`src/rtl/frg_pkg.sv`:
```
package frg_pkg;
  // Source-select encoding; codes 2 and 3 both park the generator.
  typedef enum logic [1:0] {
    SRC_48K   = 2'd0,
    SRC_44K1  = 2'd1,
    SRC_OFF   = 2'd2,
    SRC_OFF_X = 2'd3
  } src_sel_e;

  localparam int unsigned SEL_W = 2;
endpackage

```
`src/rtl/frg_modulus.sv`:
```
// Derives the effective modulus from the programmed words.
module frg_modulus #(
  parameter int unsigned W = 16
) (
  input  logic [W-1:0] inc_i,
  input  logic [W-1:0] modc_i,
  output logic [W:0]   mod_o
);
  logic [W-1:0] span;
  logic [W-1:0] raw;

  always_comb begin
    span = modc_i + W'(1) - inc_i;  // wraps modulo 2^W
    raw  = '0 - span;                // 2^W - span, modulo 2^W
    // a zero result means a modulus of one
    mod_o = (raw == '0) ? (W+1)'(1) : {1'b0, raw};
  end
endmodule

```
`src/rtl/frg_src_mux.sv`:
```
// Picks the base strobe named by the select code.
module frg_src_mux
  import frg_pkg::*;
(
  input  src_sel_e sel_i,
  input  logic     base48_i,
  input  logic     base441_i,
  output logic     step_o,
  output logic     en_o
);
  always_comb begin
    unique case (sel_i)
      SRC_48K:  begin step_o = base48_i;  en_o = 1'b1; end
      SRC_44K1: begin step_o = base441_i; en_o = 1'b1; end
      default:  begin step_o = 1'b0;      en_o = 1'b0; end
    endcase
  end
endmodule

```
`src/rtl/frg_accum.sv`:
```
// Error accumulator with registered tick.
module frg_accum #(
  parameter int unsigned W = 16
) (
  input  logic         clk,
  input  logic         rst,
  input  logic         clr_i,
  input  logic         en_i,
  input  logic         step_i,
  input  logic [W-1:0] inc_i,
  input  logic [W:0]   mod_i,
  output logic         tick_o
);
  logic [W-1:0] acc_q;
  logic [W:0]   sum;
  logic         sat;

  always_comb begin
    sum = {1'b0, acc_q} + {1'b0, inc_i};
    sat = ({1'b0, inc_i} >= mod_i);
  end

  always_ff @(posedge clk) begin
    if (rst || clr_i || !en_i) begin
      acc_q  <= '0;
      tick_o <= 1'b0;
    end else if (step_i) begin
      if (sat) begin
        acc_q  <= '0;
        tick_o <= 1'b1;
      end else if (sum >= mod_i) begin
        acc_q  <= W'(sum - mod_i);
        tick_o <= 1'b1;
      end else begin
        acc_q  <= W'(sum);
        tick_o <= 1'b0;
      end
    end else begin
      tick_o <= 1'b0;
    end
  end

  // a tick only ever follows an accepted base strobe
  a_r6_tick_after_step: assert property (@(posedge clk) disable iff (rst)
    tick_o |-> $past(step_i && en_i && !clr_i));
  // the residue stays below the modulus in force
  a_r6_acc_below_mod: assert property (@(posedge clk) disable iff (rst)
    {1'b0, acc_q} < mod_i);
  // a saturating increment ticks on every accepted strobe
  a_r7_saturate: assert property (@(posedge clk) disable iff (rst)
    (step_i && en_i && !clr_i && sat) |=> (tick_o && acc_q == '0));
  // zero increment never ticks
  a_r8_zero_inc: assert property (@(posedge clk) disable iff (rst)
    (inc_i == '0) |=> !tick_o);
  // a parked generator keeps residue and tick at zero
  a_r3_off_idle: assert property (@(posedge clk) disable iff (rst)
    !en_i |=> (acc_q == '0 && !tick_o));
  // a configuration write restarts from zero
  a_r9_clear: assert property (@(posedge clk) disable iff (rst)
    clr_i |=> (acc_q == '0 && !tick_o));
endmodule

```
`src/rtl/frg_channel.sv`:
```
// One generator: configuration latch, source mux, modulus and accumulator.
module frg_channel
  import frg_pkg::*;
#(
  parameter int unsigned W = 16
) (
  input  logic             clk,
  input  logic             rst,
  input  logic             wr_i,
  input  logic [SEL_W-1:0] sel_i,
  input  logic [W-1:0]     inc_i,
  input  logic [W-1:0]     modc_i,
  input  logic             base48_i,
  input  logic             base441_i,
  output logic             tick_o
);
  src_sel_e     sel_q;
  logic [W-1:0] inc_q;
  logic [W-1:0] modc_q;
  logic [W:0]   mod_w;
  logic         step_w;
  logic         en_w;

  always_ff @(posedge clk) begin
    if (rst) begin
      sel_q  <= SRC_OFF;
      inc_q  <= '0;
      modc_q <= '0;
    end else if (wr_i) begin
      sel_q  <= src_sel_e'(sel_i);
      inc_q  <= inc_i;
      modc_q <= modc_i;
    end
  end

  frg_modulus #(.W(W)) u_mod (
    .inc_i  (inc_q),
    .modc_i (modc_q),
    .mod_o  (mod_w)
  );

  frg_src_mux u_mux (
    .sel_i     (sel_q),
    .base48_i  (base48_i),
    .base441_i (base441_i),
    .step_o    (step_w),
    .en_o      (en_w)
  );

  frg_accum #(.W(W)) u_acc (
    .clk    (clk),
    .rst    (rst),
    .clr_i  (wr_i),
    .en_i   (en_w),
    .step_i (step_w),
    .inc_i  (inc_q),
    .mod_i  (mod_w),
    .tick_o (tick_o)
  );

  // the modulus fed to the accumulator is never zero
  a_r5_mod_nonzero: assert property (@(posedge clk) disable iff (rst)
    mod_w != '0);
  // a strobe from the unselected base never yields a tick
  a_r2_src_48_only: assert property (@(posedge clk) disable iff (rst)
    (sel_q == SRC_48K && !base48_i) |=> !tick_o);
  a_r2_src_441_only: assert property (@(posedge clk) disable iff (rst)
    (sel_q == SRC_44K1 && !base441_i) |=> !tick_o);
endmodule

```
`src/rtl/frac_tick_bank.sv`:
```
// Bank of independent fractional tick generators sharing a config bus.
module frac_tick_bank
  import frg_pkg::*;
#(
  parameter int unsigned NGEN = 3,
  parameter int unsigned W    = 16
) (
  input  logic             clk,
  input  logic             rst,
  input  logic             base48_i,
  input  logic             base441_i,
  input  logic [NGEN-1:0]  cfg_wr_i,
  input  logic [SEL_W-1:0] cfg_sel_i,
  input  logic [W-1:0]     cfg_inc_i,
  input  logic [W-1:0]     cfg_modc_i,
  output logic [NGEN-1:0]  tick_o
);
  for (genvar g = 0; g < NGEN; g++) begin : g_gen
    frg_channel #(.W(W)) u_ch (
      .clk       (clk),
      .rst       (rst),
      .wr_i      (cfg_wr_i[g]),
      .sel_i     (cfg_sel_i),
      .inc_i     (cfg_inc_i),
      .modc_i    (cfg_modc_i),
      .base48_i  (base48_i),
      .base441_i (base441_i),
      .tick_o    (tick_o[g])
    );
  end

  // all ticks low in the first cycle after reset
  a_r1_reset_quiet: assert property (@(posedge clk)
    $past(rst) |-> (tick_o == '0));
endmodule

```
`config.mk`:
```
export PLATFORM = sky130hd
export DESIGN_NAME = frac_tick_bank
export DESIGN_NICKNAME = d
export VERILOG_FILES = /design/src/rtl/frg_pkg.sv /design/src/rtl/frg_modulus.sv /design/src/rtl/frg_src_mux.sv /design/src/rtl/frg_accum.sv /design/src/rtl/frg_channel.sv /design/src/rtl/frac_tick_bank.sv
export SDC_FILE = /design/constraint.sdc
export NUM_CORES = 1
export LEC_CHECK = 0
export BUFFER_PORTS_ARGS = -buffer_cell sky130_fd_sc_hd__buf_2
export CAP_MARGIN = 20
export CORE_ASPECT_RATIO = 1.1
export CORE_UTILIZATION = 50
export CTS_BUF_LIST = sky130_fd_sc_hd__clkbuf_16
export DETAILED_ROUTE_END_ITERATION = 10
export GPL_TIMING_DRIVEN = 0
export PLACE_DENSITY = 0.66
export SYNTH_ARGS = -nofsm -noshare
export SYNTH_HDL_FRONTEND = slang
export SYNTH_HIERARCHICAL = 1
export SYNTH_SLANG_ARGS = --single-unit
```
`constraint.sdc`:
```
create_clock -name clk -period 7.9 [get_ports clk]
set_input_delay 0.395 -clock clk [delete_from_list [all_inputs] [get_ports clk]]
set_output_delay 0.395 -clock clk [all_outputs]
set_load 0.1 [all_outputs]
```
# Word-level counts from Yosys, hierarchy flattened
# Cells that the tools add are included.
# W data, S select, Z words.
dict set report word_totals {
  register_bits 153
  input_bits 41
  elab_cells 84
}
dict set report op_classes {
  addsub 15
  magnitude_cmp 6
  n_eq_ne 3
  n_mux 21
  bitwise_logic 3
  reduce_logical 21
}
# cell n
set op_table {}
lappend op_table {{$mux W16} 9}
lappend op_table {{$sub A16 B16 Y16} 6}
lappend op_table {{$add A16 B16 Y17} 3}
lappend op_table {{$ge A16 B17 Y1} 3}
lappend op_table {{$ge A17 B16 Y1} 3}
lappend op_table {{$add A16 B1 Y16 const B} 3}
lappend op_table {{$logic_not A16 Y1} 3}
lappend op_table {{$sub A1 B16 Y16 const A} 3}
lappend op_table {{$reduce_or A2 Y1} 6}
lappend op_table {{$mux W1} 9}
lappend op_table {{$eq A2 B1 Y1 const B} 3}
lappend op_table {{$logic_not A2 Y1} 3}
lappend op_table {{$logic_or A1 B1 Y1} 6}
lappend op_table {{$pmux W1 S2} 3}
lappend op_table {{$logic_not A1 Y1} 3}
lappend op_table {{$not A1 Y1} 3}

# Depth between registers and ports, before layout
# Gate-level depths: netlist of run 1.
dict set report depth {
  depth_word 8
  ltp_mapped 21
  ltp_nobuf 20
}

# By module
# Netlist of run 1, hierarchy kept.
# module n_inst cells_each area_each_um2 seq_area_each_um2
set by_module_without_submodules {}
lappend by_module_without_submodules {frg_channel 3 110 1238.7 680.7}
lappend by_module_without_submodules {{frg_accum (g_gen[0].u_ch.u_acc)} 1 352 2808.9 340.3}
lappend by_module_without_submodules {{frg_accum (g_gen[1].u_ch.u_acc)} 1 366 2778.9 340.3}
lappend by_module_without_submodules {{frg_accum (g_gen[2].u_ch.u_acc)} 1 340 2623.8 340.3}
lappend by_module_without_submodules {{frg_modulus (g_gen[1].u_ch.u_mod ...)} 2 120 865.8 0.0}
lappend by_module_without_submodules {{frg_modulus (g_gen[0].u_ch.u_mod)} 1 161 1102.3 0.0}
lappend by_module_without_submodules {frg_src_mux 3 3 17.5 0.0}

# Worst setup path after synthesis of run 1
# No wires, ideal clock.
dict set report synth_path {
  path_type {register to register}
  from {register g_gen[2].u_ch.inc_q[0]}
  to {register g_gen[2].u_ch.u_acc.acc_q[10]}
  setup_time_ns 0.128
  arrival_ns 4.513
  setup_slack_ns 3.259
  path_stages_with_launch 20
  n_path_buf 1
  cell_sequence {dfxtp_1 > ha_1 > inv_1 > fa_1 > nor2b_4 > o31a_4 > or3_1 > a221o_1 > xor2_1 > or4_4 > o41ai_2 > ha_1 > nor2b_1 > o31a_1 > o31ai_4 > nand3_2 > a211oi_4 > buf_6 > mux2i_1 > o21ai_1}
}
dict set report synth_via {
  elab_chain_cells 7
}
# element line
set synth_rtl {}
lappend synth_rtl {{start, declared} frg_channel.sv:18} ;# logic [W-1:0] inc_q;
lappend synth_rtl {{start signal, assigned} frg_channel.sv:31} ;# inc_q <= inc_i;
lappend synth_rtl {{$sub A16 B16 Y16 *} frg_modulus.sv:13} ;# span = modc_i + W'(1) - inc_i;
lappend synth_rtl {{$sub A1 B16 Y16 *} frg_modulus.sv:14} ;# raw = '0 - span;
lappend synth_rtl {{$logic_not A16 Y1} frg_modulus.sv:16} ;# mod_o = (raw == '0) ? (W+1)'(1) : {1'b0, raw};
lappend synth_rtl {{$mux W16 *} frg_modulus.sv:16}
lappend synth_rtl {{net g_gen[2].u_ch.mod_w[10]} frg_channel.sv:20} ;# logic [W:0] mod_w;
lappend synth_rtl {{$sub A16 B16 Y16 or $ge A17 B16 Y1 (tied branches)} {frg_accum.sv:32, frg_accum.sv:31}}
lappend synth_rtl {{$mux W16} frg_accum.sv:31} ;# end else if (sum >= mod_i) begin
lappend synth_rtl {{$mux W16 *} frg_accum.sv:28} ;# if (sat) begin
lappend synth_rtl {{end signal, assigned} frg_accum.sv:32} ;# acc_q <= W'(sum - mod_i);
lappend synth_rtl {{end signal, assigned} frg_accum.sv:35} ;# acc_q <= W'(sum);
lappend synth_rtl {{end, declared} frg_accum.sv:14} ;# logic [W-1:0] acc_q;
# Mark *: on every way through the listed nets, which the timed path passes. The rest lies on a longest branch.
# A chain may end at the register's enable or synchronous reset.

# Worst setup path in the final report of run 1
dict set report layout_path {
  from {register g_gen[2].u_ch.inc_q[0]}
  to {register g_gen[2].u_ch.u_acc.acc_q[12]}
}
# The elaborated chain is that of the path after synthesis.

==> run_results.csv, run 1 <==
group,metric,value,unit
clocking,post_cts_resized,0,
detailed_routing,drt_wl_total,40330,um
worst_hold_path,hold_path.class,"primary input to flip-flop",
clocking,cts_inserted_buffers,17,
job,maxCapViolations,0,
detailed_routing,ant_nets,0,
sta,rsz0062_at_grt,"no",
finish,nets,2102,
synthesis,synth_fp_nets,2040,
detailed_routing,drtPass1Iterations,8,
worst_setup_path,cp_max_fo,10,
grt,first_global_vias,12630,
placed_design,placed_area,15490,um^2
synthesis,ys_seq_area_frac,0.2068,
sta,setup_viol,0,
synthesis,synth_cells,1798,
worst_setup_path,critPathKind,"flip-flop to flip-flop",
worst_setup_path,setup.worst_path.start,"g_gen[2].u_ch/inc_q[0]$_SDFFE_PP0P_",
worst_hold_path,min_path_cells,2,
floorplanning,die_w,166.1,um
placed_design,dp.final_hpwl,33220,um
outcome,failed_checks,"design-rule violations",
floorplanning,dieArea,30320,um^2
detailed_routing,via_count,13200,
synthesis,async_flop_share,0,
clocking,cts_buffer_depth,2,
sta,fin_hold_ws,248.1,ps
outcome,status,"complete, but fails checks",
clocking,clock_latency,430,ps
sta,fin_crit_sh,0.6987,
synthesis,yosysWarnings,6,
pwr,leakagePower,7.587,nW
clocking,cts_tree,"yes",
pwr,irDropWorstVdd,0.1269,mV
floorplanning,die_height,182.5,um
pwr,total_power,2.941,mW
sta,final_max_slew_viol_count,0,
grt,antenna_found_initial,0,
clocking,cts_hold_buf,0,
clocking,cts_sinks,153,
synthesis,yosys.area.top_type_share,0.2068,
placed_design,io_buffer_count,43,
sta,fin_crit,5520,ps
clocking,cts_root_buffer,"clkbuf_16",
synthesis,synth_flop_cell,"dfxtp_1",
worst_setup_path,r2r-end,"g_gen[2].u_ch/u_acc/acc_q[12]$_SDFFE_PP0P_",
grt,grt_usage,0.2706,
grt,grt_overflow,0,
worst_setup_path,worst_setup_path_start_kind,"flip-flop",
sta,slew_headroom,0.3568,
worst_setup_path,ff2ff_path_depth,19,
clocking,post_cts_buffers,0,
synthesis,synth_most_common_cell,"nor2_1",
floorplanning,initial_core_util,0.5131,
finish,multiInputGateArea,10680,um^2
sta,hold_violations,0,
clocking,path_clk_slew,70,ps
sta,fin_tns_setup,0,ps
worst_setup_path,endpoint_kind,"flip-flop",
synthesis,synth.cell_area,14810,um^2
floorplanning,io_pins,44,
floorplanning,num_rows,65,
finish,drive_above_1_share,0.08703,
worst_setup_path,reg2reg_from,"g_gen[2].u_ch/inc_q[0]$_SDFFE_PP0P_",
finish,fillers,2679,
worst_setup_path,critical_path_required,8200,ps
finish,antenna_cells,0,
synthesis,ys_top_cells_by_area,"dfxtp_1 21%, ha_1 16%, mux2i_1 9.3%",
detailed_routing,wl_per_cell,18.00,um
sta,skew,14.11,ps
detailed_routing,drt-initial-drc-count,958,
finish,area_growth,8.438,%
worst_setup_path,worstPathArrival,5820,ps
grt,grt_max_degree,17,
finish,final_core_util,0.5564,
pwr,power.density,183.1,nW/um^2
clocking,htree_levels,4,
synthesis,yosysTopAreaCell,"dfxtp_1",
floorplanning,core_area,28870,um^2
placed_design,finalWeightedCongestion,0.8846,
sta,tightest_slew,961.3,ps
detailed_routing,drc_errors,4,
worst_setup_path,critPathCapture,"g_gen[2].u_ch/u_acc/acc_q[12]$_SDFFE_PP0P_",
detailed_routing,via_per_inst,5.890,
synthesis,ys_ff_latch,153,
worst_setup_path,ff2ff_setup_slack,2380,ps
synthesis,ys_types,108,
synthesis,yosys-top-cells-count,"203 x nor2_1, 192 x ha_1, 165 x inv_1",
finish,register_area,3063,um^2
sta,fmax,181.2,MHz
grt,grt_pass1_wl,65050,um
synthesis,synth-edff-count,0,
synthesis,syn_avg_cell_area,8.239,um^2
finish,final_area,16060,um^2
-- per-stage QoR --
step / std cells / setup slack (ps)
after detailed placement: 2209 / 2350
after floorplan: 1798 / 3259
after global placement: 2209 / 2377
after global routing: 2241 / 2121
after CTS: 2241 / 2330
final: 2241 / 2380
-- cells by family (layout without fill, tap and decap cells) --
family | after synthesis | in the layout | synth area share
simple gates | 531 | 531 | 0.1747
compound gates | 473 | 473 | 0.2249
buf+inv | 210 | 285 | 0.07238
fa+ha+maj | 201 | 201 | 0.1743
flops | 153 | 153 | 0.2068
mux | 140 | 140 | 0.09476
xor+xnor | 87 | 87 | 0.05144
other cells | 3 | 3 | 0.0007601
-- state kept, by name, summed over array words and instances (netlist names) --
| name | flops |
|---|---|
| g_gen.u_ch/inc_q | 48 |
| g_gen.u_ch/modc_q | 48 |
| g_gen.u_ch/u_acc/acc_q | 48 |
| g_gen.u_ch/sel_q | 6 |
| g_gen.u_ch/u_acc/tick_o | 3 |
-- placed cells by master (no fill, tap or decap), types with 40 or more instances in the layout --
cell type	n
nor2_1	203
ha_1	192
inv_1	166
dfxtp_1	153
mux2i_1	138
a21oi_1	122
nand2_1	98
buf_2	52
o21ai_0	52
xnor2_1	47
o21ai_1	41
xor2_1	40
-- worst max-delay path, cell delays in order (launching register included) --
cell and delay [ps]:
dfxtp_1 360, ha_1 240, inv_1 70, fa_1 250
nor2b_4 60, o31a_4 300, or3_1 320, a221o_1 340
xor2_1 160, or4_4 520, o41ai_2 480, ha_1 300
nor2b_1 70, o31a_1 320, o31ai_4 280, nand3_2 160
a211oi_4 610, buf_6 260, mux2i_1 220, o21ai_1 70
-- layout make-up --
cell class | instances | area share
well taps | 368 | 0.02866
inverters | 165 | 0.03855
multi-input cells | 1435 | 0.6648
clock inverters | 15 | 0.009269
repair buffers | 43 | 0.01340
clock buffers | 17 | 0.02648
flip-flops and latches | 153 | 0.1907
plain buffers | 45 | 0.02820
-- per-layer routing --
| layer | part of all wire | track usage |
|---|---|---|
| met1 | 0.47 | 0.3556 |
| met2 | 0.46 | 0.4670 |
| met4 | 0.028 | 0.08673 |
| met5 | 0 | 0 |
| met3 | 0.038 | 0.02364 |
-- how the worst min path moves through the flow --
stage	startpoint	slack [ps]	to
after global routing	cfg_sel_i[1]	240	g_gen[1].u_ch/sel_q[1]$_SDFFE_PP1P_
after detailed placement	g_gen[0].u_ch/u_acc/acc_q[7]$_SDFFE_PP0P_	450	g_gen[0].u_ch/u_acc/acc_q[7]$_SDFFE_PP0P_
final	cfg_sel_i[1]	250	g_gen[1].u_ch/sel_q[1]$_SDFFE_PP1P_
after CTS	cfg_sel_i[1]	230	g_gen[2].u_ch/sel_q[1]$_SDFFE_PP1P_
after global placement	g_gen[2].u_ch/u_acc/acc_q[0]$_SDFFE_PP0P_	440	g_gen[2].u_ch/u_acc/acc_q[0]$_SDFFE_PP0P_
after floorplan	g_gen[2].u_ch/u_acc/acc_q[0]$_SDFFE_PP0P_	430	g_gen[2].u_ch/u_acc/acc_q[0]$_SDFFE_PP0P_
-- where the power goes --
part | switching [mW] | internal (mW) | leakage [nW]
Sequential | 0.0350 | 0.803 | 1.25
Clock | 0.359 | 0.467 | 0.278
Combinational | 0.750 | 0.528 | 6.06
Total | 1.14 | 1.80 | 7.59
(Power assumes the default switching activity.)
==> run 2: changes to the inputs <==
--- a/config.mk
+++ b/config.mk
@@ -12,7 +12,7 @@
 export CTS_BUF_LIST = sky130_fd_sc_hd__clkbuf_16
 export DETAILED_ROUTE_END_ITERATION = 10
 export GPL_TIMING_DRIVEN = 0
-export PLACE_DENSITY = 0.66
+export PLACE_DENSITY = 0.69
 export SYNTH_ARGS = -nofsm -noshare
 export SYNTH_HDL_FRONTEND = slang
 export SYNTH_HIERARCHICAL = 1
==> constraint.sdc (replaced) <==
create_clock -name clk -period 4.5 [get_ports clk]
set_input_delay 0.225 -clock clk [delete_from_list [all_inputs] [get_ports clk]]
set_output_delay 0.225 -clock clk [all_outputs]
set_load 0.1 [all_outputs]
==> run 2 against run 1 <==
Against the previous run: the run ends with design-rule violations, negative setup slack left; clock-buffer cell count unchanged; maximum frequency is 17% higher; final area grew 6.7%; clock power rose by 85%; worst setup slack worse by 2600 ps; critical path type unchanged; largest cell class unchanged; largest power group unchanged.
==> run_results.csv, run 2 (synthesized netlist as in run 1, its figures left out) <==
group,metric,value,unit
worst_setup_path,critPathCapture,"g_gen[2].u_ch/u_acc/acc_q[14]$_SDFFE_PP0P_",
worst_setup_path,critPathSlowestCell,"or4_4",
sta,skew,11.10,ps
sta,fin_crit,4720,ps
worst_setup_path,critPathKind,"flip-flop to flip-flop",
grt,first_global_vias,12850,
worst_setup_path,worst_setup_path_start_kind,"flip-flop",
worst_setup_path,cp_top_family,"compound AO/OA/AOI/OAI gates",
sta,rsz0062_at_grt,"yes",
worst_setup_path,critPathBufInv,5,
placed_design,placed_area,15520,um^2
finish,layout_commonest_cell,"nor2_1",
clocking,clock_latency,430,ps
clocking,cts_tree,"yes",
pwr,seqPwrFrac,0.266,
finish,instances_no_fill,2288,
clocking,path_clk_slew,70,ps
clocking,cts_inserted_buffers,17,
clocking,htree_levels,4,
detailed_routing,wl_per_cell,18.38,um
detailed_routing,drtPass1Iterations,8,
outcome,status,"complete, but fails checks",
floorplanning,io_pins,44,
pwr,irDropWorstVdd,0.2171,mV
outcome,failed_checks,"design-rule violations, negative setup slack",
worst_hold_path,hold_path.class,"primary input to flip-flop",
detailed_routing,ant_nets,0,
floorplanning,num_rows,65,
floorplanning,die_height,182.5,um
floorplanning,die_w,166.1,um
placed_design,dp.final_hpwl,33080,um
sta,final.setup.worst_slack,-220.0,ps
pwr,leakagePower,8.008,nW
floorplanning,initial_core_util,0.5131,
worst_setup_path,setup.worst_path.start,"g_gen[2].u_ch/modc_q[0]$_SDFFE_PP0P_",
worst_setup_path,ff2ff_path_depth,22,
worst_setup_path,critical-path-max-stage-delay,530,ps
worst_setup_path,critical_path_required,4820,ps
pwr,p_comb_frac,0.456,
worst_setup_path,path_cells,"inv_2 > ha_4 > inv_2 > fa_2 > nor2b_4 > o31a_4 > or3_4 > a221o_1 > xor2_2 > or4_4 > o41ai_4 > buf_4 > ha_4 > nor2b_2 > o31a_1 > o31ai_4 > nand3_2 > a211oi_4 > buf_6 > buf_4 > mux2i_1 > o21ai_1",
detailed_routing,drt-initial-drc-count,767,
clocking,cts_buffer_depth,2,
pwr,power_switching,2.108,mW
sta,tightest_slew,806.9,ps
pwr,clock_power_share,0.277,
finish,nets,2148,
placed_design,numPlacedInstances,2209,
sta,setup_viol,33,
sta,hold_violations,0,
detailed_routing,via_per_inst,5.884,
grt,grt_usage,0.2742,
sta,slew_headroom,0.4601,
placed_design,finalWeightedCongestion,0.9053,
finish,drive_above_1_share,0.1543,
sta,fin_crit_sh,1.049,
pwr,swShare,0.3818,
floorplanning,dieArea,30320,um^2
worst_setup_path,cp_max_fo,3,
finish,final_area,17140,um^2
grt,grt_pass1_wl,66070,um
placed_design,io_buffer_count,43,
grt,grt_overflow,0,
pwr,power.density,322.1,nW/um^2
worst_setup_path,r2r-end,"g_gen[2].u_ch/u_acc/acc_q[14]$_SDFFE_PP0P_",
sta,final_max_slew_viol_count,0,
worst_setup_path,reg2reg_from,"g_gen[2].u_ch/modc_q[0]$_SDFFE_PP0P_",
finish,layout_common_cells,"200 x nor2_1, 183 x ha_1, 163 x inv_1",
worst_setup_path,endpoint_kind,"flip-flop",
sta,fmax,211.9,MHz
grt,antenna_found_initial,3,
detailed_routing,drc_errors,6,
finish,reg_top3,"g_gen.u_ch/inc_q (48), g_gen.u_ch/modc_q (48), g_gen.u_ch/u_acc/acc_q (48)",
worst_setup_path,ff2ff_setup_slack,-220,ps
detailed_routing,drt_wl_total,42050,um
clocking,cts_sinks,153,
clocking,cts_root_buffer,"clkbuf_16",
finish,area_growth,15.68,%
placed_design,post-place-ws,-790.3,ps
worst_setup_path,worstPathArrival,5040,ps
grt,grt_max_degree,17,
job,maxCapViolations,0,
detailed_routing,via_count,13460,
floorplanning,core_area,28870,um^2
worst_setup_path,cp.depth,22,
pwr,p_int,3.412,mW
sta,fin_tns_setup,-4497,ps
==> run 2: cell types whose count changed in the layout (fill, tap and decap cells not counted), moves of 6 or more <==
cell,before,now
buf_4,3,30
a21oi_1,122,114
buf_6,11,24
ha_1,192,183
dfxtp_2,0,6
ha_4,0,8
dfxtp_1,153,145
==> run 2: power groups by stage <==
stage	sequential (mW)	combinational [mW]	clock (mW)
6_report	1.47	2.52	1.53
5_1_grt	1.48	2.77	1.61
4_1_cts	1.47	2.36	1.55
3_5_place_dp	1.50	2.21	0
3_3_place_gp	1.50	2.16	0
2_1_floorplan	1.48	1.74	0
==> run 2: worst min-delay path: cells and delay by family <==
family                 cells  cell delay [ps]
buffers and inverters      1              120
AND/OR/NAND/NOR            1               70
multiplexers               1               70
==> run 2: worst min path at each step <==
stage	cells after the start	endpoint	start	slack, ps
after floorplan	1	g_gen[0].u_ch/sel_q[1]$_SDFFE_PP1P_	cfg_sel_i[1]	350
after global placement	2	g_gen[0].u_ch/u_acc/acc_q[12]$_SDFFE_PP0P_	g_gen[0].u_ch/u_acc/acc_q[12]$_SDFFE_PP0P_	440
after detailed placement	2	g_gen[0].u_ch/u_acc/acc_q[12]$_SDFFE_PP0P_	g_gen[0].u_ch/u_acc/acc_q[12]$_SDFFE_PP0P_	450
after CTS	3	g_gen[2].u_ch/sel_q[0]$_SDFFE_PP0P_	cfg_sel_i[0]	80
after global routing	3	g_gen[2].u_ch/sel_q[0]$_SDFFE_PP0P_	cfg_sel_i[0]	100
final	3	g_gen[2].u_ch/sel_q[0]$_SDFFE_PP0P_	cfg_sel_i[0]	100
==> run 2: area by class of cell <==
cell class / count / area (um^2)
Multi-Input combinational cell: 1435 / 11220
Buffer: 45 / 469.2
Antenna cell: 2 / 5.005
Inverter: 165 / 619.3
Sequential cell: 153 / 3078
Clock buffer: 17 / 425.4
Timing Repair Buffer: 89 / 678.2
Fill cell: 2612 / 11740
Tap cell: 368 / 460.4
Clock inverter: 14 / 183.9
==> run 2: timing repair <==
item | 4_1_cts | 5_1_grt
hold buffers | 0 | 0
endpoints found under the hold margin | 0 | 0
setup buffers | 28 | 17
pin swaps | 46 | 62
gates cloned | 1 | 1
gates resized for setup | 73 | 64
endpoints found under the setup margin | 51 | 50
==> run 2: layer usage <==
metal | vias to the layer above | GRT usage | part of all wire
met5 | - | 0 | 0.00059
met4 | 4 | 0.1024 | 0.029
met3 | 64 | 0.03231 | 0.043
met2 | 302 | 0.4839 | 0.49
met1 | 6370 | 0.3416 | 0.44
li1 | 6723 | - | -
==> run 2: through the flow <==
stage	utilization	total power, mW	hold WS, ps
after floorplan	-	3.216	347.4
after global placement	0.5376	3.660	442.7
after detailed placement	0.5376	3.710	448.1
after CTS	0.5780	5.379	80.95
after global routing	0.5935	5.854	99.61
final	0.5935	5.520	95.15
